==> src/rtl/fp_exc_ctl.sv <==
module fp_exc_ctl #(
  parameter int NCAUSE = 6,
  parameter int CW_W   = 16
) (
  input  logic              clk,
  input  logic              rst_n,
  input  logic              exc_valid,
  input  logic [NCAUSE-1:0] exc_cause,
  input  logic              cw_we,
  input  logic [CW_W-1:0]   cw_wdata,
  input  logic              exc_clear,
  input  logic              sync_wait,
  output logic [CW_W-1:0]   ctrl_word,
  output logic [CW_W-1:0]   stat_word,
  output logic              trap_req,
  output logic              sync_stall,
  output logic [NCAUSE-1:0] dflt_fix
);
  localparam int SUM_BIT = 7;
  localparam logic [CW_W-1:0] CW_RST = CW_W'((1 << NCAUSE) - 1);

  logic [CW_W-1:0]   cw_q;
  logic [NCAUSE-1:0] flag_q;
  logic [NCAUSE-1:0] masks;
  logic [NCAUSE-1:0] new_exc;
  logic              summary;

  assign masks   = cw_q[NCAUSE-1:0];
  assign new_exc = exc_valid ? exc_cause : '0;
  assign summary = |(flag_q & ~masks);

  always_ff @(posedge clk) begin
    if (!rst_n) begin
      cw_q   <= CW_RST;
      flag_q <= '0;
    end else begin
      if (cw_we) cw_q <= cw_wdata;
      flag_q <= (exc_clear ? '0 : flag_q) | new_exc;
    end
  end

  always_comb begin
    stat_word                 = '0;
    stat_word[NCAUSE-1:0]     = flag_q;
    stat_word[SUM_BIT]        = summary;
  end

  assign ctrl_word  = cw_q;
  assign trap_req   = summary;
  assign sync_stall = sync_wait & summary;
  assign dflt_fix   = new_exc & masks;

  a_r1_reset_masked: assert property (@(posedge clk) disable iff (!rst_n)
    $rose(rst_n) |-> (ctrl_word == CW_RST && stat_word == '0 && !trap_req));

  a_r3_sticky: assert property (@(posedge clk) disable iff (!rst_n)
    !exc_clear |=> ((stat_word[NCAUSE-1:0] & $past(stat_word[NCAUSE-1:0]))
                    == $past(stat_word[NCAUSE-1:0])));

  a_r4_capture: assert property (@(posedge clk) disable iff (!rst_n)
    exc_valid |=> ((stat_word[NCAUSE-1:0] & $past(exc_cause)) == $past(exc_cause)));

  a_r7_unmask_traps: assert property (@(posedge clk) disable iff (!rst_n)
    (cw_we && !exc_clear && |(stat_word[NCAUSE-1:0] & ~cw_wdata[NCAUSE-1:0]))
      |=> trap_req);

  a_r8_fix_only_masked: assert property (@(posedge clk) disable iff (!rst_n)
    ((dflt_fix & ~ctrl_word[NCAUSE-1:0]) == '0) && (!exc_valid -> dflt_fix == '0));

  a_r9_clear_releases: assert property (@(posedge clk) disable iff (!rst_n)
    (exc_clear && !exc_valid) |=> !sync_stall);
endmodule

==> config.mk <==
export PLATFORM = sky130hd
export DESIGN_NAME = fp_exc_ctl
export DESIGN_NICKNAME = d
export VERILOG_FILES = /design/src/rtl/fp_exc_ctl.sv
export SDC_FILE = /design/constraint.sdc
export NUM_CORES = 1
export LEC_CHECK = 0
export ABC_AREA = 1
export BUFFER_PORTS_ARGS = -buffer_cell sky130_fd_sc_hd__buf_2
export CAP_MARGIN = 20
export CORE_AREA = 2 2 49 51
export CTS_BUF_LIST = sky130_fd_sc_hd__clkbuf_8
export DETAILED_ROUTE_END_ITERATION = 10
export DIE_AREA = 0 0 51 53
export PLACE_DENSITY = 0.88
export SYNTH_ARGS = -nofsm -noshare
export SYNTH_HDL_FRONTEND = slang
export SYNTH_SLANG_ARGS = --single-unit
==> constraint.sdc <==
create_clock -name clk -period 1.8 [get_ports clk]
set_input_delay 0.27 -clock clk [delete_from_list [all_inputs] [get_ports clk]]
set_output_delay 0.27 -clock clk [all_outputs]
set_load 0.01 [all_outputs]
Word-level counts from Yosys, hierarchy flattened
Cells that the tools add are included.
{ "op_classes": {"reduce_logical": 1, "bitwise_logic": 5, "mux": 2} }
{ "op_table": {"columns": ["operator", "count"], "rows": [
  ["bitwise AND 6 bit", 2],
  ["2-to-1 mux 6 bit", 2],
  ["NOT 6 bit", 1],
  ["OR 6 bit", 1],
  ["OR reduction 6 bit", 1],
  ["bitwise AND 1 bit", 1]
]} }
{ "totals": {"ff_bits": 22, "wordCells": 10, "inputBits": 28, "out_inout_bits": 40} }

Longest topological paths before layout
{ "logic_depth": {"depth_word": 4, "ltp_mapped": 6, "depth_no_buf": 5} }

Worst setup path after synthesis
No wires, ideal clock.
{ "synth_path": {"path_kind": "register -> output", "start": "register cw_q[3], in the netlist ctrl_word[3]", "end": "output stat_word[7]", "t_arrival_ns": 0.909, "path_stages_with_launch": 7, "path_slack_ns": 0.621, "path_buffers": 1, "t_required_ns": 1.530, "cell_sequence": "dfxtp_1 > inv_1 > nand2_1 > nand2_1 > nor2_1 > nand2_1 > buf_4"} }
{ "synth_between": {"elab_chain_cells": 3} }
{ "synth_lines": {"columns": ["element", "line_no", "rtl"], "rows": [
  ["start: declaration", "22", "logic [CW_W-1:0] cw_q;"],
  ["start signal: assignment", "37", "if (cw_we) cw_q <= cw_wdata;"],
  ["NOT 6 bit", "30", "assign summary = |(flag_q & ~masks);"],
  ["bitwise AND 6 bit", "30", null],
  ["OR reduction 6 bit", "30", null],
  ["end: declaration", "14", "output logic [CW_W-1:0] stat_word,"]
]} }
Every way passes these cells.

Worst setup path in the final report
{ "layout_path": {"start": "register cw_q[1], in the netlist ctrl_word[1]", "end": "output sync_stall"} }
{ "layout_between": {"elab_chain_cells": 4} }
{ "layout_lines": {"columns": ["element", "line_no", "rtl"], "rows": [
  ["NOT 6 bit", "30", null],
  ["bitwise AND 6 bit", "30", null],
  ["OR reduction 6 bit", "30", null],
  ["bitwise AND 1 bit", "50", "assign sync_stall = sync_wait & summary;"],
  ["end: declaration", "16", "output logic sync_stall,"]
]} }
Every way passes these cells.

==> run_summary.xml <==
<?xml version="1.0" encoding="UTF-8"?>
<metrics>
  <group name="finish">
    <metric name="final_net_count" unit="">211</metric>
    <metric name="areaGrowthSynthToFinish" unit="%">31.8</metric>
    <metric name="finalCoreUtilization" unit="">0.566</metric>
    <metric name="num-fill-cells" unit="">225</metric>
    <metric name="n_antenna_cell" unit="">0</metric>
    <metric name="fraction_of_final_layout_cells_sized_beyond_drive_strength_1" unit="">0.348</metric>
  </group>
  <group name="sta">
    <metric name="tns" unit="ps">0</metric>
    <metric name="final.period_utilization" unit="">0.779</metric>
    <metric name="hold_violations" unit="">0</metric>
    <metric name="unrepaired_setup_endpoints_after_global_routing" unit="">false</metric>
    <metric name="number_of_slew_limit_violations_in_the_final_report" unit="">0</metric>
    <metric name="finalClockSkew" unit="ps">0</metric>
    <metric name="maxClockFrequency" unit="GHz">0.714</metric>
    <metric name="fin_crit" unit="ps">1400</metric>
    <metric name="hold_ws" unit="ps">232</metric>
    <metric name="report.final.setup_viol" unit="">0</metric>
  </group>
  <group name="logic_synthesis">
    <metric name="ys.warnings.count" unit="">0</metric>
    <metric name="yosysMostFrequentCell" unit="">sky130_fd_sc_hd__nor2_1</metric>
    <metric name="synth_simple_gate_area_share" unit="">0.199</metric>
    <metric name="synth_top_family_by_area" unit="">simple AND/OR/NAND/NOR gates</metric>
    <metric name="number_of_flops_mapped_to_enable_cells_by_yosys" unit="">0</metric>
    <metric name="synth_flop_cell" unit="">sky130_fd_sc_hd__dfxtp_1</metric>
    <metric name="post_synth_inst_count" unit="">126</metric>
    <metric name="ys_types" unit="">13</metric>
    <metric name="ys_async_sr_fraction" unit="">0</metric>
    <metric name="post_synth_main_area_contributors" unit="">sky130_fd_sc_hd__dfxtp_1 48%, sky130_fd_sc_hd__nor2_1 11%, sky130_fd_sc_hd__buf_4 9.0%, sky130_fd_sc_hd__nand2_1 9.0%, sky130_fd_sc_hd__a21oi_1 7.1%</metric>
    <metric name="synth_top_cell_area_share" unit="">0.478</metric>
    <metric name="synth_area_leader_cell" unit="">sky130_fd_sc_hd__dfxtp_1</metric>
    <metric name="synthXorXnorAreaFrac" unit="">0</metric>
    <metric name="most_numerous_cell_types_in_the_synthesized_netlist" unit="">27 x sky130_fd_sc_hd__nor2_1, 22 x sky130_fd_sc_hd__dfxtp_1, 22 x sky130_fd_sc_hd__nand2_1</metric>
    <metric name="post_synthesis_instance_area" unit="um2">922</metric>
    <metric name="synth_compound_area_frac" unit="">0.161</metric>
    <metric name="synthAdderAreaFrac" unit="">0</metric>
    <metric name="postSynthRegisterBits" unit="">22</metric>
    <metric name="yosys-mux-area-fraction" unit="">0</metric>
    <metric name="syn-mean-instance-area" unit="um2">7.32</metric>
    <metric name="synth-seq-area-share" unit="">0.478</metric>
  </group>
  <group name="global_routing">
    <metric name="grt_start_max_net_pins" unit="">24</metric>
    <metric name="grt_busiest_layer" unit="">met2</metric>
    <metric name="track_usage" unit="">0.155</metric>
    <metric name="grt_overflow_total" unit="">0</metric>
    <metric name="gr-usage-met2" unit="">0.288</metric>
    <metric name="via_count_of_the_first_global_routing_pass" unit="">820</metric>
    <metric name="groute.layer.met3.usage" unit="">0.0480</metric>
    <metric name="antenna_violations_before_repair" unit="">0</metric>
    <metric name="use_met1" unit="">0.164</metric>
    <metric name="grt_first_pass_wirelength" unit="um">3230</metric>
  </group>
  <group name="power_and_ir_drop">
    <metric name="switching_power" unit="mW">0.263</metric>
    <metric name="pwr-share-clk" unit="">0.287</metric>
    <metric name="share_comb_of_total_power" unit="">0.180</metric>
    <metric name="power_share_of_the_sequential_group" unit="">0.533</metric>
    <metric name="p_leak" unit="nW">0.699</metric>
    <metric name="vdd.ir_drop.worst" unit="V">0.000636</metric>
    <metric name="power.internal" unit="mW">0.742</metric>
    <metric name="p_sw_frac" unit="">0.262</metric>
    <metric name="pwr_density_cell" unit="nW/um2">828</metric>
  </group>
  <group name="clocking">
    <metric name="post_cts_resized" unit="">0</metric>
    <metric name="cts.repair_timing.setup_buffer_count" unit="">0</metric>
    <metric name="cts_made_buffers" unit="">3</metric>
    <metric name="clock_tree.root_cell" unit="">sky130_fd_sc_hd__clkbuf_8</metric>
    <metric name="clock_path_buffers" unit="">2</metric>
    <metric name="worstSkewPairLatency" unit="ps">250</metric>
    <metric name="cts.clk_slew.worst_paths" unit="ps">70</metric>
    <metric name="cts_max_level" unit="">1</metric>
    <metric name="cts_tree" unit="">done</metric>
    <metric name="ctsHoldBuffers" unit="">0</metric>
    <metric name="tritoncts_num_sinks" unit="">22</metric>
  </group>
  <group name="route">
    <metric name="drt-total-wl" unit="um">2080</metric>
    <metric name="vias_per_cell" unit="">4.59</metric>
    <metric name="routedWlPerCell" unit="um">9.93</metric>
    <metric name="drcViolationCount" unit="">0</metric>
    <metric name="drt.antenna.violating_nets" unit="">0</metric>
    <metric name="number_of_violations_reported_at_the_end_of_detailed_routing_iteration_0" unit="">10</metric>
    <metric name="detailroute.via_count" unit="">959</metric>
    <metric name="first_pass_iters" unit="">4</metric>
  </group>
  <group name="critical_path">
    <metric name="path_class" unit="">flop to output port</metric>
    <metric name="timing.critical_path.cells" unit="">inv_1 &gt; nand2_1 &gt; nand2_1 &gt; nor2_1 &gt; a21oi_1 &gt; buf_2</metric>
    <metric name="crit_top_cell" unit="">sky130_fd_sc_hd__nand2_1</metric>
    <metric name="slowest_delay" unit="ps">330</metric>
    <metric name="crit_path_start" unit="">ctrl_word[1]$_SDFFE_PN1P_</metric>
    <metric name="cp.required" unit="ps">1530</metric>
    <metric name="cp-end-kind" unit="">output port</metric>
    <metric name="setup.worst_path.start_class" unit="">flop</metric>
    <metric name="critical_path.max_fanout" unit="">3</metric>
    <metric name="reg2reg_from" unit="">ctrl_word[7]$_SDFFE_PN0P_</metric>
    <metric name="timing.critical_path.slowest_stage_cell" unit="">sky130_fd_sc_hd__dfxtp_1</metric>
    <metric name="cp.arrival" unit="ps">1130</metric>
  </group>
  <group name="min_path">
    <metric name="min-delay-path-class" unit="">input pin to flop</metric>
    <metric name="hp-start" unit="">cw_wdata[0]</metric>
  </group>
  <group name="die">
    <metric name="die_h" unit="um">53</metric>
    <metric name="die_w" unit="um">51</metric>
    <metric name="row_count" unit="">17</metric>
    <metric name="fp.dieArea" unit="um2">2700</metric>
    <metric name="core-area" unit="um2">2150</metric>
    <metric name="boundaryPins" unit="">68</metric>
    <metric name="start_util" unit="">0.429</metric>
  </group>
  <group name="job">
    <metric name="maxCapViolCount" unit="">0</metric>
  </group>
  <group name="run_status">
    <metric name="outcome" unit="">finished clean</metric>
  </group>
  <group name="placement">
    <metric name="place_hpwl" unit="um">1610</metric>
    <metric name="port_buffers" unit="">58</metric>
    <metric name="place_congestion" unit="">0.808</metric>
  </group>
</metrics>
-- routing by layer --
| layer | share of wire | routed length, um | up-vias |
|---|---|---|---|
| met1 | 0.41 | 860 | 417 |
| met2 | 0.46 | 948 | 53 |
| met5 | 0 | 0 | - |
| met3 | 0.13 | 267 | 0 |
| met4 | 0 | 0 | 0 |
| li1 | - | - | 489 |
-- worst paths after layout --
kind / endpoint / slack, ps / cells after the start
setup / recovery: sync_stall / 400 / 6
setup reg to reg: ctrl_word[7]$_SDFFE_PN0P_ / 1170 / 2
hold reg to reg: flag_q[1]$_SDFF_PN0_ / 480 / 2
hold / removal: ctrl_word[0]$_SDFFE_PN1P_ / 230 / 3
-- cells in the final DEF (no fill, tap or decap) --
cell	Yosys	layout
sky130_fd_sc_hd__inv_2	1	1
sky130_fd_sc_hd__conb_1	1	9
sky130_fd_sc_hd__o21ai_2	1	1
sky130_fd_sc_hd__o21ai_1	7	7
sky130_fd_sc_hd__nor2_1	27	27
sky130_fd_sc_hd__nand2_1	22	22
sky130_fd_sc_hd__a21oi_1	13	13
sky130_fd_sc_hd__dfxtp_1	22	22
sky130_fd_sc_hd__clkbuf_8	0	3
sky130_fd_sc_hd__inv_1	10	10
sky130_fd_sc_hd__buf_2	2	58
sky130_fd_sc_hd__o21ai_0	8	8
-- power groups by stage --
stage               registers, mW  clock network [mW]  logic (mW)
floorplan                   0.562                   0       0.101
finish                      0.535               0.288       0.181
detailed placement          0.546                   0       0.183
global placement            0.545                   0       0.181
CTS                         0.535               0.305       0.183
global route                0.539               0.321       0.204
-- cell type report --
cell class                 count  area (um2)  share of cell area
clock buffer                   3        41.3              0.0340
inverter                      11        41.3              0.0340
multi-input combinational     87         367               0.302
sequential                    22         440               0.363
tap                           28        35.0              0.0288
timing repair buffer          58         290               0.239
-- registers in the layout, indices dropped and copies added (netlist names) --
signal / count
flag_q: 6
ctrl_word: 16
-- critical path: cells and delay by family, from the launching register on --
kind / cells / cell delay [ps]
and+or+nand+nor: 3 / 250
AOI/OAI and AO/OA: 1 / 90
buffers and inverters: 2 / 200
DFF: 1 / 330
-- cell families (layout without fill, tap and decap cells) --
logic type | after synthesis | after routing
AO/OA/AOI/OAI | 29 | 29
buffers and inverters | 25 | 72
flip-flops | 22 | 22
other | 1 | 9
AND/OR/NAND/NOR | 49 | 49
-- per-stage QoR --
stage | instances | cell area, um2 | power (mW) | worst slack, ps
2_1_floorplan | 134 | 952 | 0.663 | 621
3_3_place_gp | 206 | 1170 | 0.726 | 678
3_5_place_dp | 206 | 1170 | 0.728 | 674
4_1_cts | 209 | 1210 | 1.02 | 384
5_1_grt | 209 | 1210 | 1.06 | 295
6_report | 209 | 1210 | 1.01 | 398
Power figures use the tool's default switching activity.
